==> config.mk <==
export PLATFORM = sky130hd
export DESIGN_NAME = mbx_window
export DESIGN_NICKNAME = d
export VERILOG_FILES = /design/src/rtl/mbx_pkg.sv /design/src/rtl/mbx_decode.sv /design/src/rtl/mbx_queue.sv /design/src/rtl/mbx_window.sv
export SDC_FILE = /design/constraint.sdc
export NUM_CORES = 1
export LEC_CHECK = 0
export ABC_AREA = 1
export CAP_MARGIN = 20
export CORE_MARGIN = 4
export CORE_UTILIZATION = 40
export CTS_CLUSTER_SIZE = 8
export DETAILED_ROUTE_END_ITERATION = 16
export DONT_BUFFER_PORTS = 1
export PLACE_DENSITY = 0.54
export REMOVE_ABC_BUFFERS = 1
export SETUP_SLACK_MARGIN = 0.05
export SYNTH_ARGS = -nofsm -noshare
export SYNTH_HDL_FRONTEND = slang
export SYNTH_SLANG_ARGS = --single-unit
==> constraint.sdc <==
create_clock -name clk -period 20.4 [get_ports clk]
set_input_delay 4.08 -clock clk [delete_from_list [all_inputs] [get_ports clk]]
set_output_delay 4.08 -clock clk [all_outputs]
set_load 0.02 [all_outputs]
==> src/rtl/mbx_pkg.sv <==
package mbx_pkg;
  localparam int unsigned WORD_W = 32;
  localparam logic [WORD_W-1:0] MARKER = 32'hFFFF_FFFF;

  typedef struct packed {
    logic pop;
    logic peek;
    logic in_stat;
    logic out_stat;
    logic cfg_rd;
    logic cfg_wr;
    logic bad;
  } acc_sel_t;

  function automatic logic [WORD_W-1:0] status_word(input int unsigned level,
                                                    input logic full,
                                                    input logic empty);
    logic [WORD_W-1:0] w;
    w        = '0;
    w[31]    = full;
    w[30]    = empty;
    w[7:0]   = level[7:0];
    return w;
  endfunction
endpackage

==> src/rtl/mbx_decode.sv <==
module mbx_decode
  import mbx_pkg::*;
(
  input  logic       valid,
  input  logic       write,
  input  logic [7:0] addr,
  output acc_sel_t   sel
);
  logic aligned;

  always_comb begin
    sel     = '0;
    aligned = (addr[1:0] == 2'b00);
    if (valid) begin
      if (!aligned) begin
        sel.bad = 1'b1;
      end else if (write) begin
        unique case (addr)
          8'h9C:   sel.cfg_wr = 1'b1;
          8'h94:   ;
          default: sel.bad = 1'b1;
        endcase
      end else begin
        unique case (addr)
          8'h80, 8'h84, 8'h88, 8'h8C: sel.pop      = 1'b1;
          8'h90:                       sel.peek     = 1'b1;
          8'h94:                       ;
          8'h98:                       sel.in_stat  = 1'b1;
          8'h9C:                       sel.cfg_rd   = 1'b1;
          8'hB8:                       sel.out_stat = 1'b1;
          default:                     sel.bad      = 1'b1;
        endcase
      end
    end
  end
endmodule

==> src/rtl/mbx_queue.sv <==
module mbx_queue
  import mbx_pkg::*;
#(
  parameter int unsigned DEPTH = 8,
  localparam int unsigned CW   = $clog2(DEPTH + 1)
) (
  input  logic              clk,
  input  logic              rst_n,
  input  logic              push,
  input  logic [WORD_W-1:0] push_data,
  input  logic              pop,
  output logic [WORD_W-1:0] head,
  output logic [CW-1:0]     level,
  output logic              full,
  output logic              empty
);
  logic [WORD_W-1:0] slot_q [DEPTH];
  logic [WORD_W-1:0] slot_n [DEPTH];
  logic [CW-1:0]     cnt_q, cnt_n, cnt_mid;
  logic              pop_eff, push_eff;

  assign empty = (cnt_q == '0);
  assign full  = (cnt_q == CW'(DEPTH));
  assign head  = slot_q[0];
  assign level = cnt_q;

  // next state: compact on pop, then append on push
  always_comb begin
    pop_eff  = pop && !empty;
    cnt_mid  = cnt_q - CW'(pop_eff);
    push_eff = push && (cnt_mid != CW'(DEPTH));
    for (int i = 0; i < DEPTH; i++) begin
      if (pop_eff) slot_n[i] = (i == DEPTH - 1) ? MARKER : slot_q[(i + 1) % DEPTH];
      else         slot_n[i] = slot_q[i];
      if (push_eff && (i == int'(cnt_mid))) slot_n[i] = push_data;
    end
    cnt_n = cnt_mid + CW'(push_eff);
  end

  always_ff @(posedge clk or negedge rst_n) begin
    if (!rst_n) begin
      cnt_q <= '0;
      for (int i = 0; i < DEPTH; i++) slot_q[i] <= MARKER;
    end else begin
      cnt_q <= cnt_n;
      for (int i = 0; i < DEPTH; i++) slot_q[i] <= slot_n[i];
    end
  end

  p_empty_head_marker_r3: assert property (@(posedge clk) disable iff (!rst_n)
    empty |-> head == MARKER);
  p_empty_pop_hold_r2: assert property (@(posedge clk) disable iff (!rst_n)
    (pop && empty && !push) |=> empty);
  p_full_drop_r10: assert property (@(posedge clk) disable iff (!rst_n)
    (push && !pop && full) |=> (full && $stable(head)));
  p_pop_push_level_r11: assert property (@(posedge clk) disable iff (!rst_n)
    (push && pop && !empty) |=> $stable(level));
  p_pop_shift_r1: assert property (@(posedge clk) disable iff (!rst_n)
    (pop && !push && !empty) |=> level == $past(level) - 1'b1);
endmodule

==> src/rtl/mbx_window.sv <==
module mbx_window
  import mbx_pkg::*;
#(
  parameter int unsigned DEPTH = 8,
  localparam int unsigned CW   = $clog2(DEPTH + 1)
) (
  input  logic        clk,
  input  logic        rst_n,
  input  logic        acc_valid,
  input  logic        acc_write,
  input  logic [7:0]  acc_addr,
  input  logic [31:0] acc_wdata,
  output logic [31:0] acc_rdata,
  output logic        bad_access,
  input  logic        in_push,
  input  logic [31:0] in_data,
  input  logic        out_push,
  input  logic [31:0] out_data,
  input  logic        out_pop,
  output logic [31:0] out_head,
  output logic        irq
);
  logic              rst_sync1_q, rst_s_n;
  acc_sel_t          sel;
  logic [WORD_W-1:0] in_head;
  logic [CW-1:0]     in_level, out_level;
  logic              in_full, in_empty, out_full, out_empty;
  logic              en_q, en_n, en_ce;

  // asynchronous assert, synchronous release
  always_ff @(posedge clk or negedge rst_n) begin
    if (!rst_n) begin
      rst_sync1_q <= 1'b0;
      rst_s_n     <= 1'b0;
    end else begin
      rst_sync1_q <= 1'b1;
      rst_s_n     <= rst_sync1_q;
    end
  end

  mbx_decode u_dec (
    .valid (acc_valid),
    .write (acc_write),
    .addr  (acc_addr),
    .sel   (sel)
  );

  mbx_queue #(.DEPTH(DEPTH)) u_inq (
    .clk       (clk),
    .rst_n     (rst_s_n),
    .push      (in_push),
    .push_data (in_data),
    .pop       (sel.pop),
    .head      (in_head),
    .level     (in_level),
    .full      (in_full),
    .empty     (in_empty)
  );

  mbx_queue #(.DEPTH(DEPTH)) u_outq (
    .clk       (clk),
    .rst_n     (rst_s_n),
    .push      (out_push),
    .push_data (out_data),
    .pop       (out_pop),
    .head      (out_head),
    .level     (out_level),
    .full      (out_full),
    .empty     (out_empty)
  );

  // config: only the enable bit is stored
  always_comb begin
    en_ce = sel.cfg_wr;
    en_n  = acc_wdata[0];
  end

  always_ff @(posedge clk or negedge rst_s_n) begin
    if (!rst_s_n)   en_q <= 1'b0;
    else if (en_ce) en_q <= en_n;
  end

  assign irq        = en_q && !in_empty;
  assign bad_access = sel.bad;

  always_comb begin
    acc_rdata = '0;
    if (sel.pop)      acc_rdata = in_empty ? MARKER : in_head;
    if (sel.peek)     acc_rdata = in_head;
    if (sel.in_stat)  acc_rdata = status_word(int'(in_level), in_full, in_empty);
    if (sel.out_stat) acc_rdata = status_word(int'(out_level), out_full, out_empty);
    if (sel.cfg_rd) begin
      acc_rdata[0] = en_q;
      acc_rdata[4] = !in_empty;
    end
  end

  p_irq_off_after_clear_r7: assert property (@(posedge clk) disable iff (!rst_s_n)
    (sel.cfg_wr && !acc_wdata[0]) |=> !irq);
  p_irq_on_after_set_r7: assert property (@(posedge clk) disable iff (!rst_s_n)
    (sel.cfg_wr && acc_wdata[0] && !in_empty && !in_push) |=> irq);
  p_bad_keeps_cfg_r9: assert property (@(posedge clk) disable iff (!rst_s_n)
    bad_access |=> $stable(en_q));
  p_sel_onehot_r9: assert property (@(posedge clk) disable iff (!rst_s_n)
    $onehot0({sel.pop, sel.peek, sel.in_stat, sel.out_stat, sel.cfg_rd, sel.cfg_wr, sel.bad}));
endmodule

# After elaboration in Yosys (flattened, before gate mapping)
# Cells that the tools add are included.
[totals] ff_bits=523 latchBits=0 ramBits=0 romBits=0 input_bits=111 output_inout_bits=66 mem_count=0
[op_classes] n_addsub=4 mul=0 n_div=0 n_lt_le_gt_ge=0 n_eq_ne=27 n_shift=0 muxes=52 bitwise=0 reduce_logical=47
[op_table] operator="2-to-1 mux 32 bit" n=37
[op_table] operator="== test 8 bit, second input constant" n=9
[op_table] operator="== test 4 bit, first input constant" n=8
[op_table] operator="nonzero test 2 bit" n=16
[op_table] operator="logical AND 1 bit" n=21
[op_table] operator="== test 3 x 4 -> 1 bit, first input constant" n=4
[op_table] operator="zero test 4 bit" n=4
[op_table] operator="2-to-1 mux 1 bit" n=12
[op_table] operator="OR reduction 9 bit" n=1
[op_table] operator="adder 4 x 1 -> 4 bit" n=2
[op_table] operator="== test 2 x 4 -> 1 bit, first input constant" n=2
[op_table] operator="== test 4 bit, second input constant" n=2
[op_table] operator="inequality test 4 bit, second input constant" n=2
[op_table] operator="subtractor 4 x 1 -> 4 bit" n=2
[op_table] operator="2-to-1 mux 7 bit" n=1
[op_table] operator="2-to-1 mux 6 bit" n=1
[op_table] operator="2-to-1 mux 5 bit" n=1
[op_table] operator="OR reduction 4 bit" n=1
[op_table] operator="zero test 1 bit" n=2
[op_table] operator="zero test 2 bit" n=1
[op_table] operator="OR reduction 2 bit" n=1

# Depth between registers and ports, before layout
[logic_depth] word_depth=12 ltp_mapped=18

# Hierarchy
# From an unflattened synthesis, not the netlist that was laid out.
[unflattened] hier_cells=3873 hier_area_um2=29124.2
[by_module_without_submodules] module="mbx_queue" instances=2 cells_each=1863 area_each_um2=14152.3 seq_area_each_um2=6826.5
[by_module_without_submodules] module="mbx_window" instances=1 cells_each=110 area_each_um2=638.1 seq_area_each_um2=75.1
[by_module_without_submodules] module="mbx_decode" instances=1 cells_each=37 area_each_um2=181.4 seq_area_each_um2=0.0

# Least setup slack after synthesis
# No wires, ideal clock.
[synth_timing] kind="in2out" start="in acc_addr[6]" end="out acc_rdata[10]" arrival_time_ns=5.340 t_required_ns=16.320 path_slack_ns=10.980 stages=8 cell_sequence="inv_1 -> nand2_1 -> nor2_1 -> nand2_1 -> o21ai_0 -> clkbuf_1 -> o21ai_0 -> inv_1"
[synth_between] elab_chain_cells=10
[synth_rtl] element="start, declared" line_no="mbx_window.sv:11" text="input logic [7:0] acc_addr,"
[synth_rtl] element="== test 8 bit" line_no="mbx_decode.sv:24" text="unique case (addr)"
[synth_rtl] element="OR reduction 4 bit" line_no="mbx_decode.sv:24"
[synth_rtl] element="2-to-1 mux 1 bit" line_no="mbx_decode.sv:24"
[synth_rtl] element="2-to-1 mux 5 bit (*)" line_no="mbx_decode.sv:17" text="end else if (write) begin"
[synth_rtl] element="2-to-1 mux 6 bit (*)" line_no="mbx_decode.sv:15" text="if (!aligned) begin"
[synth_rtl] element="2-to-1 mux 7 bit (*)" line_no="mbx_decode.sv:14" text="if (valid) begin"
[synth_rtl] element="2-to-1 mux 32 bit" line_no="mbx_window.sv:88" text="if (sel.pop) acc_rdata = in_empty ? MARKER : in_head;"
[synth_rtl] element="2-to-1 mux 32 bit" line_no="mbx_window.sv:89" text="if (sel.peek) acc_rdata = in_head;"
[synth_rtl] element="2-to-1 mux 32 bit" line_no="mbx_window.sv:90" text="if (sel.in_stat) acc_rdata = status_word(int'(in_level), in_full, in_empty);"
[synth_rtl] element="2-to-1 mux 32 bit (*)" line_no="mbx_window.sv:91" text="if (sel.out_stat) acc_rdata = status_word(int'(out_level), out_full, out_empty);"
[synth_rtl] element="end, declared" line_no="mbx_window.sv:13" text="output logic [31:0] acc_rdata,"
# Every way passes the cells marked *; elsewhere a longest branch is shown, timed or not.

# Worst setup path after layout
[layout_timing] start="in acc_addr[6]" end="out acc_rdata[8]"
# The elaborated chain is that of the path after synthesis.

==> results.md <==
* Outcome: finished clean
* Worst hold path cell count at 0
* Die height at 267 um
* Largest net degree at the start of global routing at 227
* Root Buffer: clkbuf_16
* Initial detailed-routing violation count at 2,212
* Final Non-Filler Cells at 4,050
* Tightest Pin Transition at 1.21 ns
* Final Hold Vio Count at 0
* Post-CTS setup buffers at 0
* CTS sink count at 523
* TritonCTS clock tree: yes
* Period minus WS final at 10.05 ns
* Worst EP arrival at 5.97 ns
* Required time of the critical path at 16.32 ns
* Cts bufs inserted at 75
* Met2 GRT Util at 35.0%
* Crit path launch type: primary input
* Initial Utilization at 40.6%
* Ports at 177
* Maxcap violations at 0
* Slew Limit Fails at 0
* Pwr dens at 155 mW/mm2
* Post-route setup TNS at 0 ns
* Cells after DPL at 3,960
* Share of layout cells above drive strength 1 at 21.4%
* Final Skew at 0.0161 ns
* Port bufs at 0
* Final #Nets at 3,291
* Depth of the CTS H-tree at 3
* P_leak at 13.1 nW
* Rows at 94
* Hold Path Origin: rst_sync1_q
* Worst Hold Endpoint: rst_s_n
* Cell Area, Placed at 0.0269 mm2
* Vias in the first global route at 22.2k
* FF+latch area at 0.0137 mm2
* Vias per cell at 5.68
* DIE AREA at 0.0712 mm2
* Area Growth Syn to Fin at 8.06%
* Grt met3 use at 4.26%
* Post-Syn Instances at 3,358
* Design area at 0.0290 mm2
* Most Used Layer, Global Route: met2
* Synth warnings at 0
* WS Path Type: primary input to primary output
* Synth Cell Area at 0.0268 mm2
* Drt pass-1 iters at 5
* Hold_buf cts at 0
* Final RePlAce weighted congestion at 0.808
* Syn avg cell area at 7.98 um2
* DP HPWL at 39,900 um
* Final wirelength at 79,600 um
* Endpoint class of the critical path: primary output
* Worst-case clock buffer depth at 3
* Slew headroom at 19.4%
* Antenna cell count at 0
* Synth unique cells at 28
* Clk slew on worst S/H paths at 0.05 ns
* Achievable Freq at 0.0995 GHz
* Global route overflow at 0
* CTS resizes at 0
* Reg-to-Reg End: u_outq.slot_q[60]
* FF-to-FF setup slack at 14.83 ns
* RSZ-0062 raised after global routing: false
* Worst-Skew Late Latency at 0.61 ns
* Residual DRC count at 0
* Average routed wire per standard cell at 19.6 um
* Multi-input gate area at 0.0108 mm2
* Max VDD drop at 0.0000725 V
* Fillcell total at 6,551
* Final setup violation count at 0
* GRT Resource Usage Total at 22.2%
* DR vias at 23.0k
* FF-to-FF path depth at 15
* Worst r2r src: u_outq.level[2]
* Remaining antenna violation count after routing at 0
* Period utilisation layout at 49.3%
* M1 GR Usage at 31.5%
* Worst hold path type: flop to flop
* FF+latch count, synth at 523
* Total core area at 0.0661 mm2
* Crit Path Max Fanout at 25
* Post-synthesis sequential area ratio at 51.2%
* Initial antenna violation count at 0
* First-pass GRT wire length at 128,000 um
* Die X at 267 um
## where the power goes
group / switching [mW] / total (mW) / internal, mW / leakage, nW
combinational: 0.865 / 1.27 / 0.409 / 6.57
clock: 0.463 / 1.13 / 0.664 / 0.996
sequential: 0.285 / 2.10 / 1.81 / 5.50
## worst max-delay path by stage
stage                start                 end  slack [ns]  cells past startpoint
2_1_floorplan      out_pop  u_outq.slot_q[192]        4.13                     11
3_3_place_gp   acc_addr[6]       acc_rdata[20]       10.42                      8
3_5_place_dp   acc_addr[6]       acc_rdata[11]       10.34                      8
4_1_cts        acc_addr[6]       acc_rdata[28]       10.33                      8
5_1_grt        acc_addr[6]       acc_rdata[20]       10.11                      8
6_report       acc_addr[6]        acc_rdata[8]       10.35                      8
## area by class of cell
| cell class | instances | area share [%] |
|---|---|---|
| clock buffer | 82 | 6.64 |
| clock inverter | 7 | 0.393 |
| inverter | 238 | 3.11 |
| multi-input combinational | 2291 | 37.4 |
| sequential | 523 | 47.4 |
| tap | 864 | 3.73 |
| timing repair buffer | 45 | 1.36 |
## stage by stage
| stage | utilization, % | setup slack, ns | total power [mW] | hold slack, ns |
|---|---|---|---|---|
| after floorplan | - | 4.13 | 2.94 | 0.331 |
| after global placement | 40.7 | 10.42 | 3.33 | 0.334 |
| after detailed placement | 40.7 | 10.34 | 3.38 | 0.337 |
| after CTS | 43.8 | 10.33 | 4.54 | 0.350 |
| after global routing | 43.8 | 10.11 | 4.81 | 0.360 |
| final | 43.8 | 10.35 | 4.50 | 0.348 |
## metal layers
layer / part of all wire [%] / vias to the layer above
met2: 46 / 701
met4: 1.6 / 0
met1: 45 / 11400
met5: 0 / -
li1: - / 10800
met3: 7.1 / 96
## placed cells by master (no fill, tap or decap), drive strengths merged
master,count
o21ai,95
nand4,9
inv,237
nor2,158
nand3,1339
conb,1
ha,6
xnor2,4
dfrtp,11
a21oi,33
clkinv,8
nand2,609
buf,45
clkbuf,82
xor2,2
dfstp,512
a31oi,32
nor3,3
## flip-flops by register name, indices dropped and copies added (netlist names)
| signal | cells |
|---|---|
| u_inq.head | 32 |
| en_q | 1 |
| u_outq.head | 32 |
| rst_sync1_q | 1 |
| rst_s_n | 1 |
| u_inq.level | 4 |
| u_inq.slot_q | 224 |
| u_outq.level | 4 |
| u_outq.slot_q | 224 |
## worst max-delay path, cell delays in order
cell     delay, ns
inv_1         0.03
nand2_1       0.10
nor2_1        0.25
nand2_1       0.17
o21ai_2       0.30
inv_1         0.48
o21ai_0       0.37
inv_1         0.17
## logic make-up after synthesis
family / after synthesis / synth area share (%)
DFF: 523 / 51.2
AOI/OAI and AO/OA: 160 / 3.15
xor gates and xnor gates: 6 / 0.280
adders and majority gates: 6 / 0.280
other: 1 / 0.0140
buffers and inverters: 544 / 8.86
and+or+nand+nor: 2118 / 36.2
## cells in the mapped netlist
master	n	area (um2)
nand4_2	5	62.6
nor2_2	4	25.0
nor3_1	3	15.0
a21oi_1	33	165
dfrtp_1	11	275
buf_6	1	11.3
ha_1	6	75.1
nand3_1	1339	6700
inv_2	8	30.0
inv_1	230	863
o21ai_2	1	8.76
clkbuf_1	146	548
o21ai_0	94	470
nand4_1	4	25.0
a31oi_1	32	200
nor2_4	1	11.3
buf_4	55	413
xor2_2	1	16.3
nor2_1	153	574
nand2_1	605	2270
xor2_1	1	8.76
nand2_2	4	25.0
dfstp_2	512	13500
buf_2	95	475
buf_1	9	33.8
xnor2_1	2	17.5
conb_1	1	3.75
xnor2_2	2	32.5
(Power assumes the default switching activity.)
